===== config.mk =====
export PLATFORM = sky130hd
export DESIGN_NAME = dual_chan_irq_vec
export DESIGN_NICKNAME = d
export VERILOG_FILES = /design/src/rtl/sirq_pkg.sv /design/src/rtl/sirq_chan_ctrl.sv /design/src/rtl/sirq_vec_reg.sv /design/src/rtl/sirq_merge.sv /design/src/rtl/dual_chan_irq_vec.sv
export SDC_FILE = /design/constraint.sdc
export NUM_CORES = 1
export LEC_CHECK = 0
export ABC_CLOCK_PERIOD_IN_PS = 4340
export CORE_MARGIN = 2
export CORE_UTILIZATION = 40
export CTS_BUF_LIST = sky130_fd_sc_hd__clkbuf_8
export CTS_CLUSTER_SIZE = 14
export DETAILED_ROUTE_END_ITERATION = 10
export PLACE_DENSITY = 0.87
export SLEW_MARGIN = 20
export SYNTH_ARGS = -nofsm -noshare
export SYNTH_HDL_FRONTEND = slang
export SYNTH_SLANG_ARGS = --single-unit

===== constraint.sdc =====
create_clock -name clk -period 4.34 [get_ports clk]
set_input_delay 1.302 -clock clk [delete_from_list [all_inputs] [get_ports clk]]
set_output_delay 1.302 -clock clk [all_outputs]
set_load 0.005 [all_outputs]

===== src/rtl/sirq_pkg.sv =====
package sirq_pkg;
  localparam int VEC_W  = 8;
  localparam int NCH    = 2;
  localparam int CH_B   = 0;
  localparam int CH_A   = 1;
  localparam int MODE_W = 2;

  typedef enum logic [1:0] {VK_NONE = 2'd0, VK_RX = 2'd1, VK_TX = 2'd2} vkind_e;

  typedef struct packed {
    logic   wr;
    vkind_e kind;
  } vload_t;

  // Vector code for a source kind, channel and encoding select
  function automatic logic [VEC_W-1:0] vec_code(vkind_e k, logic is_a, logic hi);
    logic [VEC_W-1:0] v;
    case (k)
      VK_RX:   v = is_a ? (hi ? 8'h30 : 8'h0C) : (hi ? 8'h20 : 8'h04);
      VK_TX:   v = is_a ? (hi ? 8'h10 : 8'h08) : 8'h00;
      default: v = hi ? 8'h60 : 8'h06;
    endcase
    return v;
  endfunction

  // Receive modes that produce a request
  function automatic logic rx_mode_on(logic [MODE_W-1:0] m);
    return (m == 2'b01) || (m == 2'b10);
  endfunction
endpackage


===== src/rtl/sirq_chan_ctrl.sv =====
module sirq_chan_ctrl
  import sirq_pkg::*;
(
  input  logic              clk,
  input  logic              rst_n,
  input  logic              rx_set,
  input  logic              tx_set,
  input  logic              rx_clr,
  input  logic              tx_clr,
  input  logic              ius_cmd,
  input  logic              tx_en,
  input  logic [MODE_W-1:0] rx_mode,
  input  logic              brk_en,
  input  logic              brk_lvl,
  output logic              req,
  output logic              rx_flag,
  output logic              tx_flag,
  output logic              rx_ius,
  output logic              tx_ius,
  output vload_t            vload
);
  logic rx_pend_q, tx_pend_q, rx_ius_q, tx_ius_q, rx_flag_q, tx_flag_q;
  logic rx_pend_n, tx_pend_n, rx_ius_n, tx_ius_n, rx_flag_n, tx_flag_n;
  vload_t ld;

  // Ordered update: command, clears, receive set, transmit set
  always_comb begin
    rx_pend_n = rx_pend_q;
    tx_pend_n = tx_pend_q;
    rx_ius_n  = rx_ius_q;
    tx_ius_n  = tx_ius_q;
    rx_flag_n = rx_flag_q;
    tx_flag_n = tx_flag_q;
    ld.wr     = 1'b0;
    ld.kind   = VK_NONE;
    if (ius_cmd) begin
      if (rx_ius_n)      rx_ius_n = 1'b0;
      else if (tx_ius_n) tx_ius_n = 1'b0;
    end
    if (tx_clr) begin
      tx_pend_n = 1'b0;
      tx_ius_n  = 1'b0;
      tx_flag_n = 1'b0;
      ld.wr     = 1'b1;
      ld.kind   = VK_NONE;
    end
    if (rx_clr) begin
      rx_pend_n = 1'b0;
      rx_ius_n  = 1'b0;
      rx_flag_n = 1'b0;
      ld.wr     = 1'b1;
      ld.kind   = VK_NONE;
    end
    if (rx_set) begin
      rx_pend_n = 1'b1;
      rx_ius_n  = 1'b1;
      rx_flag_n = 1'b1;
      ld.wr     = 1'b1;
      ld.kind   = VK_RX;
    end
    if (tx_set) begin
      tx_pend_n = 1'b1;
      if (!rx_ius_n) begin
        tx_ius_n = 1'b1;
        if (tx_en) tx_flag_n = 1'b1;
        ld.wr   = 1'b1;
        ld.kind = VK_TX;
      end
    end
  end

  always_ff @(posedge clk) begin
    if (!rst_n) begin
      rx_pend_q <= 1'b0;
      tx_pend_q <= 1'b0;
      rx_ius_q  <= 1'b0;
      tx_ius_q  <= 1'b0;
      rx_flag_q <= 1'b0;
      tx_flag_q <= 1'b0;
    end else begin
      rx_pend_q <= rx_pend_n;
      tx_pend_q <= tx_pend_n;
      rx_ius_q  <= rx_ius_n;
      tx_ius_q  <= tx_ius_n;
      rx_flag_q <= rx_flag_n;
      tx_flag_q <= tx_flag_n;
    end
  end

  assign req = (tx_en & tx_pend_q) | (rx_mode_on(rx_mode) & rx_pend_q) | (brk_en & brk_lvl);
  assign rx_flag = rx_flag_q;
  assign tx_flag = tx_flag_q;
  assign rx_ius  = rx_ius_q;
  assign tx_ius  = tx_ius_q;
  assign vload   = ld;
endmodule


===== src/rtl/sirq_vec_reg.sv =====
module sirq_vec_reg
  import sirq_pkg::*;
(
  input  logic             clk,
  input  logic             rst_n,
  input  logic             status_hi,
  input  vload_t           ld_a,
  input  vload_t           ld_b,
  output logic [VEC_W-1:0] vec
);
  logic [VEC_W-1:0] vec_q;

  always_ff @(posedge clk) begin
    if (!rst_n)        vec_q <= vec_code(VK_NONE, 1'b0, 1'b0);
    else if (ld_a.wr)  vec_q <= vec_code(ld_a.kind, 1'b1, status_hi);
    else if (ld_b.wr)  vec_q <= vec_code(ld_b.kind, 1'b0, status_hi);
  end

  assign vec = vec_q;
endmodule


===== src/rtl/sirq_merge.sv =====
module sirq_merge
  import sirq_pkg::*;
(
  input  logic [NCH-1:0]   chan_req,
  input  logic [NCH-1:0]   rx_flag,
  input  logic [NCH-1:0]   tx_flag,
  output logic             irq,
  output logic [VEC_W-1:0] pend
);
  assign irq  = |chan_req;
  assign pend = {2'b00, rx_flag[CH_A], tx_flag[CH_A], 1'b0,
                 rx_flag[CH_B], tx_flag[CH_B], 1'b0};
endmodule


===== src/rtl/dual_chan_irq_vec.sv =====
module dual_chan_irq_vec
  import sirq_pkg::*;
(
  input  logic       clk,
  input  logic       rst_n,
  input  logic [1:0] rx_mode_a,
  input  logic [1:0] rx_mode_b,
  input  logic [1:0] tx_ie,
  input  logic [1:0] brk_ie,
  input  logic [1:0] brk_stat,
  input  logic       status_hi,
  input  logic [1:0] rx_avail,
  input  logic [1:0] tx_empty,
  input  logic [1:0] rx_taken,
  input  logic [1:0] tx_written,
  input  logic [1:0] ius_reset,
  output logic       irq,
  output logic [7:0] pend_a,
  output logic [7:0] vec_b
);
  logic [NCH-1:0]    chan_req, rx_flag, tx_flag, rx_ius, tx_ius;
  logic [MODE_W-1:0] mode_sel [NCH];
  vload_t            vload [NCH];

  assign mode_sel[CH_A] = rx_mode_a;
  assign mode_sel[CH_B] = rx_mode_b;

  for (genvar c = 0; c < NCH; c++) begin : g_chan
    sirq_chan_ctrl u_chan (
      .clk     (clk),
      .rst_n   (rst_n),
      .rx_set  (rx_avail[c]),
      .tx_set  (tx_empty[c]),
      .rx_clr  (rx_taken[c]),
      .tx_clr  (tx_written[c]),
      .ius_cmd (ius_reset[c]),
      .tx_en   (tx_ie[c]),
      .rx_mode (mode_sel[c]),
      .brk_en  (brk_ie[c]),
      .brk_lvl (brk_stat[c]),
      .req     (chan_req[c]),
      .rx_flag (rx_flag[c]),
      .tx_flag (tx_flag[c]),
      .rx_ius  (rx_ius[c]),
      .tx_ius  (tx_ius[c]),
      .vload   (vload[c])
    );
  end

  sirq_vec_reg u_vec (
    .clk       (clk),
    .rst_n     (rst_n),
    .status_hi (status_hi),
    .ld_a      (vload[CH_A]),
    .ld_b      (vload[CH_B]),
    .vec       (vec_b)
  );

  sirq_merge u_merge (
    .chan_req (chan_req),
    .rx_flag  (rx_flag),
    .tx_flag  (tx_flag),
    .irq      (irq),
    .pend     (pend_a)
  );
endmodule


==> out/metrics.cfg, run 1 <==
[cells_and_area]
layout.nets=146
drive_gt1_share_pct=5.79
area_growth_pct=46.9
design_area_mm2=0.00110
diodes=0
nFillCells=152
final_core_util_pct=63.3

[pwr]
fin_total_pwr_mw=0.335
leakage_nw=0.442
vdd_drop_max_uv=198
powerDensity_mw_per_mm2=304

[yosys]
synth_top_family_by_area=simple AND/OR/NAND/NOR gates
syn_avg_cell_area_um2=8.26
synth-seq-area-share_pct=37.3
post-synth-top-count-cell=dfxtp_1
synth_compound_area_share_pct=20.1
ys_top_cells_by_count=dfxtp_1, buf_4, nand3_1
syn_inst=91
synth.mux.area_fraction_pct=0
synth-seq-cells=14
synth_top_area_share_pct=37.3
yosysWarningCount=0
yosys_most_used_dff=dfxtp_1
synth_simple_gate_area_share_pct=23.6
synth_edf_count=0
synth_xor_area_share_pct=2.33
async_flop_share_pct=0
synthDistinctLibCells=28
synth_area_leaders=dfxtp_1, buf_4, nand3_1
synth_top_cell_by_area=dfxtp_1
syn_area_um2=752
synthAdderAreaFrac_pct=1.66

[setup_path]
critPathMaxStageDelay_ps=440
worstPathRequired_ps=3040
crit_slowest_cell=clkdlybuf4s50_1
crit_chain=clkdlybuf4s50_1, a22oi_1, nand2_1, a221o_1, clkdlybuf4s50_1
cpMostUsedCell=clkdlybuf4s50_1
cp-start-kind=primary input
cp.arrival_ps=2700
worstSetupEndpointType=output pin
critPathKind=primary input to output pin
crit_fanout=2

[drt]
wl_met2_um=800
routed_wl_um=1790
routed.top_layer=met4
wl_met3_um=128
drt_iter0_markers=19
drc=0
drt_pass1_iterations=4
antenna_left=0
via_count=723
wl_per_cell_um=12.2
wirelength_met1_um=771
vias_per_cell=4.95

[clocking]
htreeDepth=1
cts_root_buf=clkbuf_8
cts_buffers=3
hold_buffers=0
cts_tree=yes
clk-insertion-delay-late_ps=250
cts_setup_buffers=0
clk_pin_slew_ps=60
cts_resized=0
cts_buffer_depth=2
clock-sinks=14

[floorplan]
ios=40
dieArea_mm2=0.00224
rows=15
fp.dieW_um=47.4
start_util_pct=43.1
die_h_um=47.4
core-area_mm2=0.00175

[timing]
hold_ws_ps=478
worst_slew_pin_slew_ps=759
worst_slew_margin_rel_pct=49.0
grt_setup_unrepaired=false
clock.fmax_ghz=0.250
finClkSkew_ps=1.41
finalCriticalPeriod_ps=4000
tns_ps=0
slew_violations=0
hold_viol_final=0
setup_viol=0
period_share_pct=92.3

[global_routing]
grt_usage_pct=18.1
overflow=0
grt_pass1_wl_um=2620
grt_pass1_vias=619
grt_max_degree=13
antenna_found_initial=0

[placed_design]
io_buffers=33
dpl.hpwl_um=1340
gp_congestion=0.751
dpl_cell_area_mm2=0.00105

[hold_path]
hp-class=flip-flop to flip-flop

[run]
drv_cap=0

[outcome]
status=finished, final reports clean

-- flip-flops by register name, indices dropped and copies added, names as in the netlist --
register                 flops
g_chan.u_chan.tx_flag        2
g_chan.u_chan.rx_flag        1
u_vec.vec                    6
g_chan.u_chan.tx_pend_q      2
g_chan.u_chan.rx_ius         2
g_chan.u_chan.rx_pend_q      1
-- kinds of logic after synthesis --
logic type	after synthesis
other cells	1
fa+ha+maj	1
xor+xnor	2
simple gates	34
flops	14
buf+inv	19
compound gates	20
-- through the flow --
step / worst slack (ps) / std cells
2_1_floorplan: 1250 / 96
3_3_place_gp: 340 / 142
3_5_place_dp: 316 / 142
4_1_cts: 308 / 146
5_1_grt: 228 / 146
6_report: 336 / 146
-- worst paths after layout --
kind / from / endpoint / slack, ps / cells after the start
min reg2reg: u_vec.vec[4] / u_vec.vec[4] / 480 / 2
max reg2reg: g_chan[1].u_chan.rx_ius / u_vec.vec[2] / 2530 / 7
min: u_vec.vec[4] / u_vec.vec[4] / 480 / 2
max: tx_ie[0] / irq / 340 / 5
-- critical path: cells and delay by family --
kind	cells	cell delay [ps]
AO/OA/AOI/OAI	2	470
buffers and inverters	2	860
AND/OR/NAND/NOR	1	70
-- layout by cell type, fill, tap and decap left out, types with 3 or more instances in the layout --
| master | n |
|---|---|
| nand4_1 | 3 |
| conb_1 | 6 |
| clkbuf_8 | 4 |
| dfxtp_1 | 14 |
| nor2_1 | 9 |
| a21oi_1 | 7 |
| a22oi_1 | 4 |
| inv_1 | 7 |
| nand3_1 | 10 |
| nand2b_1 | 3 |
| clkdlybuf4s50_1 | 33 |
-- area by class of cell --
cell class              count  area [um^2]  area share, %
clock buffers               4         55.1           4.98
inverters                   7         26.3           2.38
multi-input cells          63          382           34.5
flip-flops and latches     14          280           25.4
well taps                  25         31.3           2.83
repair buffers             33          330           29.9
-- report_power, final --
| group | switching (mW) | internal (mW) |
|---|---|---|
| logic | 0.0271 | 0.0400 |
| registers | 0.00386 | 0.136 |
| clock network | 0.0475 | 0.0805 |
| total | 0.0785 | 0.257 |
-- layer usage --
| metal | up-vias | GRT usage, % |
|---|---|---|
| li1 | 365 | - |
| met2 | 34 | 28.1 |
| met3 | 7 | 3.85 |
| met1 | 317 | 19.7 |
| met4 | 0 | 18.3 |
| met5 | - | 0 |
No activity file was read; power rests on OpenSTA's default activity.
==> run 2, diff against run 1 <==
Settings changed: CAP_MARGIN set to 20, CORE_ASPECT_RATIO set to 1.1, CTS_CLUSTER_SIZE 14 to 40.
==> out/metrics.cfg, run 2 (synthesis gave the netlist of run 1 again) <==
[outcome]
status=finished, final reports clean

[global_routing]
antenna_found_initial=0  ; unchanged
grt_pass1_vias=716  ; +16%
grt_usage_pct=16.9  ; -1.2 points
grt_max_degree=13  ; unchanged
overflow=0  ; unchanged
grt_pass1_wl_um=2860  ; +9.2%

[clocking]
cts_setup_buffers=0  ; unchanged
cts_tree=yes
cts_root_buf=clkbuf_8
htreeDepth=1  ; unchanged
hold_buffers=0  ; unchanged
clk-insertion-delay-late_ps=240  ; about the same
cts_buffer_depth=2  ; unchanged
clk_pin_slew_ps=50  ; about the same
cts_buffers=3  ; unchanged
clock-sinks=14  ; unchanged
cts_resized=0  ; unchanged

[timing]
setup_slack_ps=308  ; -28.7 ps
finalCriticalPeriod_ps=4030  ; +28.7 ps
worst_slew_pin_slew_ps=793  ; +33.9 ps
finClkSkew_ps=0.319  ; -1.09 ps
slew_violations=0  ; unchanged
period_share_pct=92.9  ; +0.66 points
hold_ws_ps=464  ; -13.9 ps
tns_ps=0  ; unchanged
setup_viol=0  ; unchanged
clock.fmax_ghz=0.248  ; -0.71%
hold_viol_final=0  ; unchanged
grt_setup_unrepaired=false
worst_slew_margin_rel_pct=46.8  ; -2.3 points

[setup_path]
rr_endpoint=u_vec.vec[5]
worst-r2r-cell-count=7  ; unchanged
r2r_slack_ps=2550  ; +20 ps
critPathMaxStageDelay_ps=440  ; about the same
crit_fanout=2  ; unchanged
crit_chain=clkdlybuf4s50_1, a22oi_1, nand2_1, a221o_1, clkdlybuf4s50_1
r2r-start=g_chan[1].u_chan.rx_ius
critPathLaunch=tx_ie[1]
endpoint=irq
worstSetupEndpointType=output pin
crit_slowest_cell=clkdlybuf4s50_1
cpMostUsedCell=clkdlybuf4s50_1
cp-start-kind=primary input
cp.arrival_ps=2730  ; +30 ps
worstPathRequired_ps=3040  ; about the same
critPathKind=primary input to output pin

[floorplan]
fp.dieW_um=45.3  ; -4.3%
rows=16  ; +1
start_util_pct=42.2  ; -0.88 points
dieArea_mm2=0.00224  ; about the same
die_h_um=49.5  ; +4.5%
core-area_mm2=0.00178  ; +2.1%
ios=40  ; unchanged

[pwr]
cell_internal_pwr_mw=0.238  ; -7.5%
fin_total_pwr_mw=0.310  ; -7.4%
leakage_nw=0.435  ; -1.6%
powerDensity_mw_per_mm2=287  ; -5.5%
clock_power_share_pct=33.2  ; -5.0 points
p_switching_mw=0.0728  ; -7.3%
vdd_drop_max_uv=124  ; -38%
swShare_pct=23.4  ; +0.046 points
pwr-share-seq_pct=45.2  ; +3.4 points
comb_power_share_pct=21.6  ; +1.6 points

[cells_and_area]
drive_gt1_share_pct=5.00  ; -0.79 points
stdcell_count=138  ; -5.5%
diodes=0  ; unchanged
final_common_cell=clkdlybuf4s50_1
layout.nets=146  ; unchanged
final_cell_mix=clkdlybuf4s50_1, dfxtp_1, nand3_1
final_core_util_pct=60.7  ; -2.6 points
area_growth_pct=43.9
design_area_mm2=0.00108  ; -2.0%
largest_reg_flops=6  ; unchanged

[run]
drv_cap=0  ; unchanged

[drt]
drt_pass1_iterations=4  ; unchanged
routed_wl_um=1780  ; -0.50%
wirelength_met1_um=741  ; -3.9%
antenna_left=0  ; unchanged
routed.top_layer=met4
via_count=743  ; +2.8%
wl_met2_um=814  ; +1.8%
drc=0  ; unchanged
wl_per_cell_um=12.9  ; +5.3%
wl_met3_um=180  ; +41%
drt_iter0_markers=20  ; +1
vias_per_cell=5.38  ; +8.7%

[placed_design]
gp_congestion=0.836  ; +11%
place_worst_setup_slack_ps=285  ; -30.9 ps
io_buffers=33  ; unchanged
dp.cells=135  ; -4.9%
dpl_cell_area_mm2=0.00104  ; -0.83%
dpl.hpwl_um=1420  ; +6.0%

[hold_path]
hp-class=flip-flop to flip-flop

run 2: cell types whose count changed in the layout (fill, tap and decap cells not counted), sizes merged:
cell    delta
clkbuf     -1
run 2: routing by layer:
metal | global-route usage (%) | up-vias
met5 | 0 | -
li1 | - | 366
met1 | 18.3 | 338
met4 | 8.82 | 0
met3 | 5.13 | 6
met2 | 28.6 | 33
run 2: power groups by stage:
stage | clock network [mW] | logic (mW) | registers (mW)
after floorplan | 0 | 0.0330 | 0.143
after global placement | 0 | 0.0651 | 0.143
after detailed placement | 0 | 0.0668 | 0.143
after CTS | 0.104 | 0.0672 | 0.140
after global routing | 0.108 | 0.0735 | 0.141
final | 0.103 | 0.0670 | 0.140
run 2: how the worst min path moves through the flow:
| stage | startpoint | to | slack, ps | cells after the start |
|---|---|---|---|---|
| after floorplan | g_chan[0].u_chan.tx_pend_q | g_chan[0].u_chan.tx_pend_q | 450 | 2 |
| after global placement | u_vec.vec[3] | u_vec.vec[3] | 460 | 2 |
| after detailed placement | u_vec.vec[4] | u_vec.vec[4] | 460 | 2 |
| after CTS | u_vec.vec[4] | u_vec.vec[4] | 470 | 2 |
| after global routing | u_vec.vec[4] | u_vec.vec[4] | 510 | 2 |
| final | u_vec.vec[4] | u_vec.vec[4] | 460 | 2 |
run 2: worst max-delay path, delay by kind of cell:
family                 cells  cell delay (ps)
AOI/OAI and AO/OA          2              490
buffers and inverters      2              870
and+or+nand+nor            1               70
run 2: layout make-up:
class | instances | area, um^2
fillers | 148 | 699
clock buffers | 3 | 41.3
well taps | 18 | 22.5
flip-flops and latches | 14 | 280
inverters | 7 | 26.3
multi-input cells | 63 | 382
repair buffers | 33 | 330
==> run 3, diff against run 2 <==
Settings changed: CORE_MARGIN 2 to unset.
==> out/metrics.cfg, run 3 (synthesis gave the netlist of run 1 again) <==
[timing]
tns_ps=0  ; unchanged
hold_ws_ps=463  ; -0.985 ps
worst_slew_margin_rel_pct=51.3  ; +4.6 points
grt_setup_unrepaired=false
slew_violations=0  ; unchanged
finalCriticalPeriod_ps=4010  ; -25.2 ps
period_share_pct=92.3  ; -0.58 points
finClkSkew_ps=2.79  ; +2.47 ps
setup_viol=0  ; unchanged
hold_viol_final=0  ; unchanged
clock.fmax_ghz=0.250  ; +0.63%
worst_slew_pin_slew_ps=725  ; -67.9 ps

[floorplan]
die_h_um=47.5  ; -4.0%
fp.dieW_um=43.3  ; -4.4%
start_util_pct=42.2  ; unchanged
dieArea_mm2=0.00206  ; -8.3%
ios=40  ; unchanged
core-area_mm2=0.00178  ; unchanged
rows=16  ; unchanged

[cells_and_area]
final_cell_mix=clkdlybuf4s50_1, dfxtp_1, nand3_1
nFillCells=145  ; -2.0%
drive_gt1_share_pct=5.00  ; unchanged
final_common_cell=clkdlybuf4s50_1
area_growth_pct=43.9  ; unchanged
final_core_util_pct=60.7  ; unchanged
largest_reg_flops=6  ; unchanged
layout.nets=146  ; unchanged
diodes=0  ; unchanged

[drt]
via_count=739  ; -0.54%
drc=12  ; +12
vias_per_cell=5.36  ; -0.54%
routed.top_layer=met4
routed_wl_um=1730  ; -2.8%
wirelength_met1_um=683  ; -7.8%
wl_met3_um=172  ; -4.4%
drt_pass1_iterations=7  ; +3
wl_met2_um=825  ; +1.4%
wl_per_cell_um=12.5  ; -2.8%
drt_iter0_markers=31  ; +55%
antenna_left=0  ; unchanged

[placed_design]
gp_congestion=0.845  ; +1.1%
io_buffers=33  ; unchanged
dpl.hpwl_um=1350  ; -5.2%

[setup_path]
critPathLaunch=tx_ie[0]
worstSetupEndpointType=output pin
cp-start-kind=primary input
r2r-start=g_chan[1].u_chan.rx_ius
cp.arrival_ps=2710  ; -20 ps
worstPathRequired_ps=3040  ; about the same
critPathKind=primary input to output pin
crit_fanout=2  ; unchanged

[pwr]
leakage_nw=0.435  ; unchanged
pwr-share-seq_pct=45.0  ; -0.2 points
comb_power_share_pct=21.3  ; -0.3 points
p_switching_mw=0.0742  ; +1.9%
cell_internal_pwr_mw=0.238  ; about the same
clock_power_share_pct=33.7  ; +0.5 points
swShare_pct=23.8  ; +0.33 points
vdd_drop_max_uv=150  ; +22%
powerDensity_mw_per_mm2=288  ; +0.49%

[hold_path]
hp-class=flip-flop to flip-flop
min-delay-start=u_vec.vec[4]

[clocking]
clock-sinks=14  ; unchanged
cts_buffer_depth=2  ; unchanged
htreeDepth=1  ; unchanged
cts_resized=0  ; unchanged
cts_tree=yes
cts_buffers=3  ; unchanged
cts_root_buf=clkbuf_8
hold_buffers=0  ; unchanged
cts_setup_buffers=0  ; unchanged
clk-insertion-delay-late_ps=250  ; about the same
clk_pin_slew_ps=50  ; about the same

[run]
drv_cap=0  ; unchanged

[global_routing]
grt_max_degree=13  ; unchanged
grt_pass1_wl_um=2620  ; -8.7%
overflow=0  ; unchanged
antenna_found_initial=0  ; unchanged
grt_pass1_vias=633  ; -12%
grt_usage_pct=18.3  ; +1.3 points

[outcome]
failed_checks=design-rule violations
status=finished with violations

==> run 3: cell counts in the layout (fill, tap and decap cells not counted) <==
Identical to the previous run, type by type.
==> run 3: power by group through the flow <==
stage	Combinational [mW]	Sequential, mW	Clock [mW]
2_1_floorplan	0.0330	0.143	0
3_3_place_gp	0.0651	0.143	0
3_5_place_dp	0.0662	0.143	0
4_1_cts	0.0667	0.140	0.108
5_1_grt	0.0726	0.141	0.114
6_report	0.0665	0.140	0.105
==> run 3: through the flow <==
stage          instances  area (um^2)  total power [mW]  worst slack, ps
6_report             138         1080             0.312              333
5_1_grt              138         1080             0.327              297
4_1_cts              138         1080             0.316              326
3_5_place_dp         135         1040             0.209              322
3_3_place_gp         135         1040             0.208              358
2_1_floorplan         96          771             0.176             1250
==> run 3: final cells by class <==
cell class | instances | area, um^2 | share of cell area [%]
Clock buffer | 3 | 41.3 | 3.82
Sequential cell | 14 | 280 | 25.9
Multi-Input combinational cell | 63 | 382 | 35.3
Timing Repair Buffer | 33 | 330 | 30.5
Tap cell | 18 | 22.5 | 2.08
Inverter | 7 | 26.3 | 2.43
==> run 3: final timing paths <==
kind / end / slack (ps) / cells after the start
setup / recovery: irq / 330 / 5
hold / removal: u_vec.vec[4] / 460 / 2
setup reg to reg: u_vec.vec[2] / 2570 / 7
hold reg to reg: u_vec.vec[4] / 460 / 2
==> run 3: routing by layer <==
metal  global-route usage [%]  vias up
li1                         -      364
met1                     20.2      335
met2                     30.0       35
met3                     6.42        5
met4                     13.1        0
met5                        0        -
==> run 3: critical path, stage by stage <==
cell,delay [ps]
clkdlybuf4s50_1,430
a22oi_1,200
nand2_1,80
a221o_1,250
clkdlybuf4s50_1,440
